**src/rtl/irq_unit_pkg.sv**
```systemverilog
package irq_unit_pkg;
  typedef enum logic [1:0] {
    SEL_NONE   = 2'd0,
    SEL_STATUS = 2'd1,
    SEL_MASK   = 2'd2
  } reg_sel_e;
endpackage

```
**src/rtl/irq_addr_map.sv**
```systemverilog
module irq_addr_map
  import irq_unit_pkg::*;
#(
  parameter int          DATA_W     = 32,
  parameter int          ADDR_W     = 8,
  parameter logic [ADDR_W-1:0] STATUS_OFS = 8'h08,
  parameter logic [ADDR_W-1:0] MASK_OFS   = 8'h0C
) (
  input  logic              clk_i,
  input  logic              rst_ni,
  input  logic              wr_en_i,
  input  logic [ADDR_W-1:0] addr_i,
  input  logic [DATA_W-1:0] status_i,
  input  logic [DATA_W-1:0] mask_i,
  output logic              wr_status_o,
  output logic              wr_mask_o,
  output logic [DATA_W-1:0] rdata_o
);
  reg_sel_e sel;

  always_comb begin
    if (addr_i == STATUS_OFS)    sel = SEL_STATUS;
    else if (addr_i == MASK_OFS) sel = SEL_MASK;
    else                         sel = SEL_NONE;
  end

  assign wr_status_o = wr_en_i && (sel == SEL_STATUS);
  assign wr_mask_o   = wr_en_i && (sel == SEL_MASK);

  always_comb begin
    unique case (sel)
      SEL_STATUS: rdata_o = status_i;
      SEL_MASK:   rdata_o = mask_i;
      default:    rdata_o = '0;
    endcase
  end

  AST_UNMAPPED_ZERO: assert property (@(posedge clk_i) disable iff (!rst_ni)
    (addr_i != STATUS_OFS && addr_i != MASK_OFS) |-> (rdata_o == '0));
endmodule

```
**src/rtl/irq_regs.sv**
```systemverilog
module irq_regs #(
  parameter int DATA_W   = 32,
  parameter int CMPL_BIT = 0,
  parameter int MSG_BIT  = 12
) (
  input  logic              clk_i,
  input  logic              rst_ni,
  input  logic              adp_rst_i,
  input  logic              cmpl_evt_i,
  input  logic              msg_evt_i,
  input  logic              wr_status_i,
  input  logic              wr_mask_i,
  input  logic [DATA_W-1:0] wdata_i,
  output logic [DATA_W-1:0] status_o,
  output logic [DATA_W-1:0] mask_o,
  output logic              cond_next_o,
  output logic              eval_o
);
  logic [DATA_W-1:0] status_d;
  logic [DATA_W-1:0] mask_q, mask_d;

  for (genvar i = 0; i < DATA_W; i++) begin : g_bit
    if (i == CMPL_BIT || i == MSG_BIT) begin : g_impl
      logic set_b, bit_d, bit_q;
      assign set_b = (i == CMPL_BIT) ? cmpl_evt_i : msg_evt_i;
      // priority: adapter reset > set event > write-one-to-clear
      always_comb begin
        bit_d = bit_q;
        if (wr_status_i && wdata_i[i]) bit_d = 1'b0;
        if (set_b)                     bit_d = 1'b1;
        if (adp_rst_i)                 bit_d = 1'b0;
      end
      always_ff @(posedge clk_i or negedge rst_ni) begin
        if (!rst_ni) bit_q <= 1'b0;
        else         bit_q <= bit_d;
      end
      assign status_d[i] = bit_d;
      assign status_o[i] = bit_q;
    end else begin : g_tie
      assign status_d[i] = 1'b0;
      assign status_o[i] = 1'b0;
    end
  end

  assign mask_d = wr_mask_i ? wdata_i : mask_q;

  always_ff @(posedge clk_i or negedge rst_ni) begin
    if (!rst_ni) mask_q <= '0;
    else         mask_q <= mask_d;
  end

  assign mask_o      = mask_q;
  assign cond_next_o = |(mask_d & status_d);
  assign eval_o      = wr_status_i | wr_mask_i | cmpl_evt_i | msg_evt_i;

  AST_MASK_REPLACE: assert property (@(posedge clk_i) disable iff (!rst_ni)
    wr_mask_i |=> (mask_o == $past(wdata_i)));
  AST_MASK_HOLD: assert property (@(posedge clk_i) disable iff (!rst_ni)
    !wr_mask_i |=> $stable(mask_o));
  AST_ADP_CLEAR: assert property (@(posedge clk_i) disable iff (!rst_ni)
    adp_rst_i |=> (status_o == '0));
  AST_SET_WINS: assert property (@(posedge clk_i) disable iff (!rst_ni)
    (cmpl_evt_i && !adp_rst_i) |=> status_o[CMPL_BIT]);
  AST_MSG_SET: assert property (@(posedge clk_i) disable iff (!rst_ni)
    (msg_evt_i && !adp_rst_i) |=> status_o[MSG_BIT]);
  AST_W1C_CLEAR: assert property (@(posedge clk_i) disable iff (!rst_ni)
    (wr_status_i && wdata_i[CMPL_BIT] && !cmpl_evt_i) |=> !status_o[CMPL_BIT]);
endmodule

```
**src/rtl/irq_notify.sv**
```systemverilog
module irq_notify #(
  parameter int DATA_W = 32
) (
  input  logic              clk_i,
  input  logic              rst_ni,
  input  logic              msi_mode_i,
  input  logic              eval_i,
  input  logic              cond_next_i,
  input  logic [DATA_W-1:0] status_i,
  input  logic [DATA_W-1:0] mask_i,
  input  logic              wr_status_i,
  input  logic              cmp_pending_i,
  output logic              irq_level_o,
  output logic              msi_pulse_o,
  output logic              resume_o
);
  logic cond_q, pulse_q, resume_q;

  assign cond_q      = |(mask_i & status_i);
  assign irq_level_o = cond_q & ~msi_mode_i;

  always_ff @(posedge clk_i or negedge rst_ni) begin
    if (!rst_ni) begin
      pulse_q  <= 1'b0;
      resume_q <= 1'b0;
    end else begin
      pulse_q  <= msi_mode_i & eval_i & cond_next_i;
      resume_q <= wr_status_i & cmp_pending_i;
    end
  end

  assign msi_pulse_o = pulse_q;
  assign resume_o    = resume_q;

  AST_PULSE_COND: assert property (@(posedge clk_i) disable iff (!rst_ni)
    msi_pulse_o |-> cond_q);
  AST_NO_PULSE_LEVEL: assert property (@(posedge clk_i) disable iff (!rst_ni)
    (!msi_mode_i && !$past(msi_mode_i)) |-> !msi_pulse_o);
  AST_RESUME_CAUSE: assert property (@(posedge clk_i) disable iff (!rst_ni)
    !wr_status_i |=> !resume_o);
endmodule

```
**src/rtl/irq_status_unit.sv**
```systemverilog
module irq_status_unit #(
  parameter int          DATA_W     = 32,
  parameter int          ADDR_W     = 8,
  parameter int          CMPL_BIT   = 0,
  parameter int          MSG_BIT    = 12,
  parameter logic [ADDR_W-1:0] STATUS_OFS = 8'h08,
  parameter logic [ADDR_W-1:0] MASK_OFS   = 8'h0C
) (
  input  logic              clk_i,
  input  logic              rst_ni,
  input  logic              msi_mode_i,
  input  logic              adp_rst_i,
  input  logic              cmpl_evt_i,
  input  logic              msg_evt_i,
  input  logic              cmp_pending_i,
  input  logic              wr_en_i,
  input  logic [ADDR_W-1:0] addr_i,
  input  logic [DATA_W-1:0] wdata_i,
  output logic [DATA_W-1:0] rdata_o,
  output logic              irq_level_o,
  output logic              msi_pulse_o,
  output logic              resume_cmp_o
);
  logic              wr_status, wr_mask, cond_next, eval;
  logic [DATA_W-1:0] status, mask;

  irq_addr_map #(
    .DATA_W(DATA_W), .ADDR_W(ADDR_W), .STATUS_OFS(STATUS_OFS), .MASK_OFS(MASK_OFS)
  ) u_map (
    .clk_i(clk_i), .rst_ni(rst_ni), .wr_en_i(wr_en_i), .addr_i(addr_i),
    .status_i(status), .mask_i(mask),
    .wr_status_o(wr_status), .wr_mask_o(wr_mask), .rdata_o(rdata_o)
  );

  irq_regs #(
    .DATA_W(DATA_W), .CMPL_BIT(CMPL_BIT), .MSG_BIT(MSG_BIT)
  ) u_regs (
    .clk_i(clk_i), .rst_ni(rst_ni), .adp_rst_i(adp_rst_i),
    .cmpl_evt_i(cmpl_evt_i), .msg_evt_i(msg_evt_i),
    .wr_status_i(wr_status), .wr_mask_i(wr_mask), .wdata_i(wdata_i),
    .status_o(status), .mask_o(mask), .cond_next_o(cond_next), .eval_o(eval)
  );

  irq_notify #(.DATA_W(DATA_W)) u_notify (
    .clk_i(clk_i), .rst_ni(rst_ni), .msi_mode_i(msi_mode_i),
    .eval_i(eval), .cond_next_i(cond_next), .status_i(status), .mask_i(mask),
    .wr_status_i(wr_status), .cmp_pending_i(cmp_pending_i),
    .irq_level_o(irq_level_o), .msi_pulse_o(msi_pulse_o), .resume_o(resume_cmp_o)
  );
endmodule

```
**config.mk**
```make
export PLATFORM = sky130hd
export DESIGN_NAME = irq_status_unit
export DESIGN_NICKNAME = d
export VERILOG_FILES = /design/src/rtl/irq_unit_pkg.sv /design/src/rtl/irq_addr_map.sv /design/src/rtl/irq_regs.sv /design/src/rtl/irq_notify.sv /design/src/rtl/irq_status_unit.sv
export SDC_FILE = /design/constraint.sdc
export NUM_CORES = 1
export LEC_CHECK = 0
export BUFFER_PORTS_ARGS = -buffer_cell sky130_fd_sc_hd__clkbuf_2
export CAP_MARGIN = 20
export CORE_MARGIN = 5
export CORE_UTILIZATION = 30
export CTS_CLUSTER_SIZE = 12
export DETAILED_ROUTE_END_ITERATION = 7
export GPL_ROUTABILITY_DRIVEN = 0
export PLACE_DENSITY_LB_ADDON = 0.25
export RECOVER_POWER = 100
export SETUP_SLACK_MARGIN = 0.3
export SLEW_MARGIN = 20
export SYNTH_ARGS = -nofsm -noshare
export SYNTH_HDL_FRONTEND = slang
export SYNTH_SLANG_ARGS = --single-unit
```
**constraint.sdc**
```tcl
create_clock -name clk_i -period 1.3 [get_ports clk_i]
set_clock_uncertainty 0.05 [all_clocks]
set_input_delay 0.065 -clock clk_i [delete_from_list [all_inputs] [get_ports clk_i]]
set_output_delay 0.065 -clock clk_i [all_outputs]
set_load 0.02 [all_outputs]
```
-- After elaboration in Yosys (flattened, before gate mapping)
Index checks and enable logic that the tools add are counted.
- input bits: 48
- bits in registers: 36
- word-level logic and storage cells: 35
- output and inout bits: 35
- bitwise logic cells: 10
- muxes and demuxes: 10
- reductions and logical operators: 6
- eq/ne operators: 4
- operators with widths (kind ; number):
    $and A32 B13 Y32 ; 2
    $pmux W32 S2 ; 1
    $reduce_or A32 Y1 ; 2
    $mux W32 ; 1
    $eq A8 B4 Y1 const B ; 2
    $mux W1 ; 6
    $and A1 B1 Y1 ; 4
    $logic_and A1 B1 Y1 ; 4
    $mux W2 ; 2
    $or A1 B1 Y1 ; 3
    $eq A2 B1 Y1 const B ; 1
    $eq A2 B2 Y1 const B ; 1
    $not A1 Y1 ; 1

-- Logic depth before layout (Yosys ltp)
- word-level depth: 12
- mapped depth: 4

-- By module
Synthesis repeated with hierarchy kept, for this count alone.
- cells, all modules: 222
- area total of the unflattened synthesis: 2528.7 um2
- by module, submodules not included (module ; area each (um2) ; cells an instance ; instances ; seq. area each (um2)):
    irq_regs ; 1542.7 ; 114 ; 1 ; 850.8
    irq_addr_map ; 758.2 ; 82 ; 1 ; 0.0
    irq_notify ; 227.7 ; 26 ; 1 ; 50.0

-- Worst setup path after synthesis
Ideal clock, no wire load.
- path kind: in2reg
- from: input port addr_i[5]
- to: register u_notify.pulse_q (netlist: u_notify.msi_pulse_o)
- buffers on the path: 0
- setup slack: 0.025 ns
- data required time: 1.128 ns
- arrival: 1.103 ns
- stages on the path: 4
- setup time: 0.122 ns
- cell sequence: nor4_4 > nand3_2 > mux2_2 > a32o_1
- RTL lines (what ; RTL line ; text):
    start: declaration ; irq_status_unit.sv:17 ; input logic [ADDR_W-1:0] addr_i,
    $eq A8 B4 Y1 ; irq_addr_map.sv:23 ; else if (addr_i == MASK_OFS) sel = SEL_MASK;
    $mux W2 ; irq_addr_map.sv:23 ;
    $mux W2 * ; irq_addr_map.sv:22 ; if (addr_i == STATUS_OFS) sel = SEL_STATUS;
    $eq A2 B2 Y1 * ; irq_addr_map.sv:28 ; assign wr_mask_o = wr_en_i && (sel == SEL_MASK);
    $logic_and A1 B1 Y1 * ; irq_addr_map.sv:28 ;
    $mux W32 * ; irq_regs.sv:45 ; assign mask_d = wr_mask_i ? wdata_i : mask_q;
    named net u_regs.mask_d[12] ; irq_regs.sv:20 ; logic [DATA_W-1:0] mask_q, mask_d;
    $and A32 B13 Y32 * ; irq_regs.sv:53 ; assign cond_next_o = |(mask_d & status_d);
    $reduce_or A32 Y1 * ; irq_regs.sv:53 ;
    $and A1 B1 Y1 * ; irq_notify.sv:27 ; pulse_q <= msi_mode_i & eval_i & cond_next_i;
    end signal: assignment ; irq_notify.sv:27 ;
    end: declaration ; irq_notify.sv:17 ; logic cond_q, pulse_q, resume_q;
The timed path passes the listed nets; every way through them passes the cells marked *.

-- Worst setup path after layout
- from: input port addr_i[6]
- to: output port rdata_o[15]
- cells in the longest elaborated chain, start to end: 5
- ends and longest elaborated chain (what ; RTL line ; text):
    $eq A8 B4 Y1 ; irq_addr_map.sv:23 ;
    $mux W2 ; irq_addr_map.sv:23 ;
    $mux W2 * ; irq_addr_map.sv:22 ;
    $eq A2 B2 Y1 / $eq A2 B1 Y1 (equally long branches) ; irq_addr_map.sv:31 ; unique case (sel)
    $pmux W32 S2 * ; irq_addr_map.sv:31 ;
    end: declaration ; irq_status_unit.sv:19 ; output logic [DATA_W-1:0] rdata_o,
Every way passes the cells marked *; elsewhere a longest branch is shown, timed or not.

==> results.md <==
Status:
- The flow ran to the end, and the final reports show no timing, DRC or antenna violations.

Detailed routing:
- For this block, the initial DRC count from the detailed router was 36.
- After detailed routing, the average wire length per cell comes to 15.65 um.
- The routed layout has 1556 vias.
- The average vias per placed instance is 4.631.
- The first detailed-routing pass took 4 iterations.
- The residual DRC count is 0.
- The final layout contains routed wiring with a total length of 5.258 mm.
- The count of antenna-violating nets left after detailed routing is 0.

Logic synthesis:
- When the netlist entered floorplanning its net count stood at 182.
- In the synthesized netlist the dominant register cell turns out to be sky130_fd_sc_hd__dfrtp_1.
- The synthesis warning total is 0.
- The synthesized design contains 36 register bits.
- The cell area that synthesis handed to floorplanning was 1677 sq um.
- The synthesized instance count is 134.
- Synthesis instantiated 21 different standard cells from the library.
- The number of flops mapped to enable cells by yosys is 0.
- The async set-reset flop share out of synthesis is 100.0%.
- After synthesis, flip-flops and latches occupy 53.73% of the total area.
- The average instance area after synthesis is 12.51 sq um.

Floorplan:
- The die is 84.76 um wide.
- The die is 84.76 um tall.
- The initial utilization of the core area, before any placement, comes to 30.64%.
- The floorplan step defined a core boundary enclosing 5473 sq um.
- 83 I/O pins were placed.
- The initialized floorplan defines 27 standard-cell rows.
- The die covers 7183 sq um.

Layout:
- The number of antenna diodes in the final layout is 0.
- The most common cell after layout, fill and taps aside is sky130_fd_sc_hd__clkbuf_2.
- The utilization after layout is 56.72%.
- In the layout the commonest cells are sky130_fd_sc_hd__clkbuf_2 (50), sky130_fd_sc_hd__dfrtp_1 (36), sky130_fd_sc_hd__dlygate4sd3_1 (32).
- From synthesis to final layout, the design area changed by 85.15%.
- The fraction of layout cells with a size suffix above 1 is 64.02%.
- The post-route standard cell area excluding fillers is 3104 sq um.
- The final net count is 311.

Clock tree:
- The latest clock arrival within the worst-skew pair is 280 ps.
- TritonCTS built the clock tree.
- CTS saw 36 sinks.
- The buffer levels on the longest clock path is 2.
- The H-tree was split into 2 levels.
- After clock tree synthesis, the clock-pin slew on the worst setup and hold paths is 70 ps.
- The number of buffers created by CTS is 5.
- The tree is rooted in a sky130_fd_sc_hd__clkbuf_8.

Global routing:
- The first global-routing pass estimated 8.031 mm of wire.
- The overall global routing resource usage is 13.98%.
- Global routing finished with a remaining overflow of 0.
- Entering global routing, the biggest net connects 37 pins.
- The number of antenna violations at the first check in global routing is 0.
- The number of global-route vias before repair was 1641.

STA:
- The worst hold-check slack is 15.53 ps.
- The total count of hold-check failures in the final report is 0.
- The number of pins exceeding their max-slew limit in the final report is 0.
- The count of endpoints failing setup in the final report is 0.
- After routing, the total negative slack on setup checks comes to 0 ps.
- Subtracting the final worst setup slack from the clock period gives 1242 ps.
- The actual slew at the worst max-slew pin is 793.2 ps.
- Setup repair after global routing could not meet its margin everywhere.
- The headroom to the max-slew limit is 47.12%.
- The share of the clock period used by the worst path after layout is 95.51%.
- Static timing analysis puts the maximum clock frequency at 805.4 MHz.

Job:
- The max capacitance violation total is 0.

Critical path:
- The type of the setup path with the least slack is in2out.
- STA classifies the critical path startpoint as an input port.
- Data on the critical path is required at its endpoint by 1190 ps.
- The critical path endpoint category is a primary output.
- Of all nets on the critical path, the largest fanout is 7.
- At the worst endpoint, the arrival time is 1130 ps.

Pwr:
- The highest ir drop seen on vdd is 0.6065 mV.
- The leakage power is 1.600 nW.
- The power density over the cells is 799.3 nW/um^2.

Hold path:
- The class of the tightest hold or removal check is in2reg.

Placement:
- The HPWL after detailed placement is 3.280 mm.
- The number of buffers inserted by port buffering is 82.
- After detailed placement, the total cell area comes to 2248 sq um.
-- logic make-up after synthesis --
| kind of cell | synth area share (%) |
|---|---|
| DFF | 53.73 |
| muxes | 22.69 |
| and+or+nand+nor | 17.16 |
| AOI/OAI and AO/OA | 3.732 |
| buffers and inverters | 2.686 |
-- synth_stat cells, types with 2 or more instances --
cell                        n  area [sq um]
sky130_fd_sc_hd__dfrtp_1   36         900.9
sky130_fd_sc_hd__mux2_2    32         360.4
sky130_fd_sc_hd__and3_1    30         187.7
sky130_fd_sc_hd__nor2_1     8         30.03
sky130_fd_sc_hd__clkbuf_1   6         22.52
sky130_fd_sc_hd__buf_2      3         15.01
sky130_fd_sc_hd__inv_1      2         7.510
sky130_fd_sc_hd__mux2i_1    2         20.02
sky130_fd_sc_hd__nand2_1    2         7.510
sky130_fd_sc_hd__o31a_1     2         17.52
-- worst paths after layout --
path	startpoint	to	depth (start not counted)	slack [ps]
worst max register to register	u_regs.g_bit[12].g_impl.bit_q$_DFF_PN0_	u_notify.msi_pulse_o$_DFF_PN0_	4	220
worst min register to register	u_regs.mask_o[14]$_DFFE_PN0N_	u_regs.mask_o[14]$_DFFE_PN0N_	1	450
min in group asynchronous	rst_ni	u_regs.mask_o[27]$_DFFE_PN0N_	3	440
worst min-delay path	adp_rst_i	u_regs.g_bit[0].g_impl.bit_q$_DFF_PN0_	3	20
max in group asynchronous	rst_ni	u_regs.mask_o[2]$_DFFE_PN0N_	3	250
worst max-delay path	addr_i[6]	rdata_o[15]	6	60
-- per-stage QoR --
| stage | worst slack, ps | std cells | power [mW] |
|---|---|---|---|
| CTS | 69.49 | 333 | 2.486 |
| global placement | -126.2 | 288 | 1.428 |
| detailed placement | -165.7 | 288 | 1.431 |
| global route | 8.979 | 336 | 2.597 |
| finish | 58.31 | 336 | 2.481 |
| floorplan | 31.37 | 134 | 1.292 |
-- routing by layer --
| metal | GRT usage [%] | vias up | share of wire [%] |
|---|---|---|---|
| met4 | 4.317 | 0 | 0.99 |
| li1 | - | 741 | - |
| met2 | 22.28 | 61 | 49 |
| met1 | 18.46 | 748 | 44 |
| met5 | 0 | - | 0 |
| met3 | 3.827 | 6 | 6.3 |
-- state kept, by name, summed over array words and instances (netlist names) --
name / flops
u_notify.msi_pulse_o: 1
u_notify.resume_o: 1
u_regs.g_bit.g_impl.bit_q: 2
u_regs.mask_o: 32
-- cell type report --
class,instances,area [sq um]
flip-flops and latches,36,900.9
clock buffers,6,72.57
multi-input cells,87,883.3
fillers,483,2369
clock inverters,2,35.03
well taps,72,90.09
repair buffers,131,1115
inverters,2,7.507
-- where the power goes --
group | leakage (nW) | internal (mW) | total [mW] | switching, mW
registers | 0.494 | 1.17 | 1.20 | 0.0288
logic | 1.05 | 0.202 | 0.329 | 0.127
clock network | 0.0552 | 0.569 | 0.952 | 0.383
-- critical path, stage by stage --
cell and delay [ps]:
sky130_fd_sc_hd__buf_8 100, sky130_fd_sc_hd__nor4_4 300, sky130_fd_sc_hd__buf_6 200, sky130_fd_sc_hd__buf_8 130, sky130_fd_sc_hd__and3_2 190, sky130_fd_sc_hd__clkbuf_8 140
-- what timing repair did --
action,in CTS,in global routing
setup buffers,4,0
hold endpoints to repair,67,0
pin swaps,9,4
endpoints found under the setup margin,64,67
cloned,1,3
gates resized for setup,68,79
hold buffers,32,0
Power figures use the tool's default switching activity.
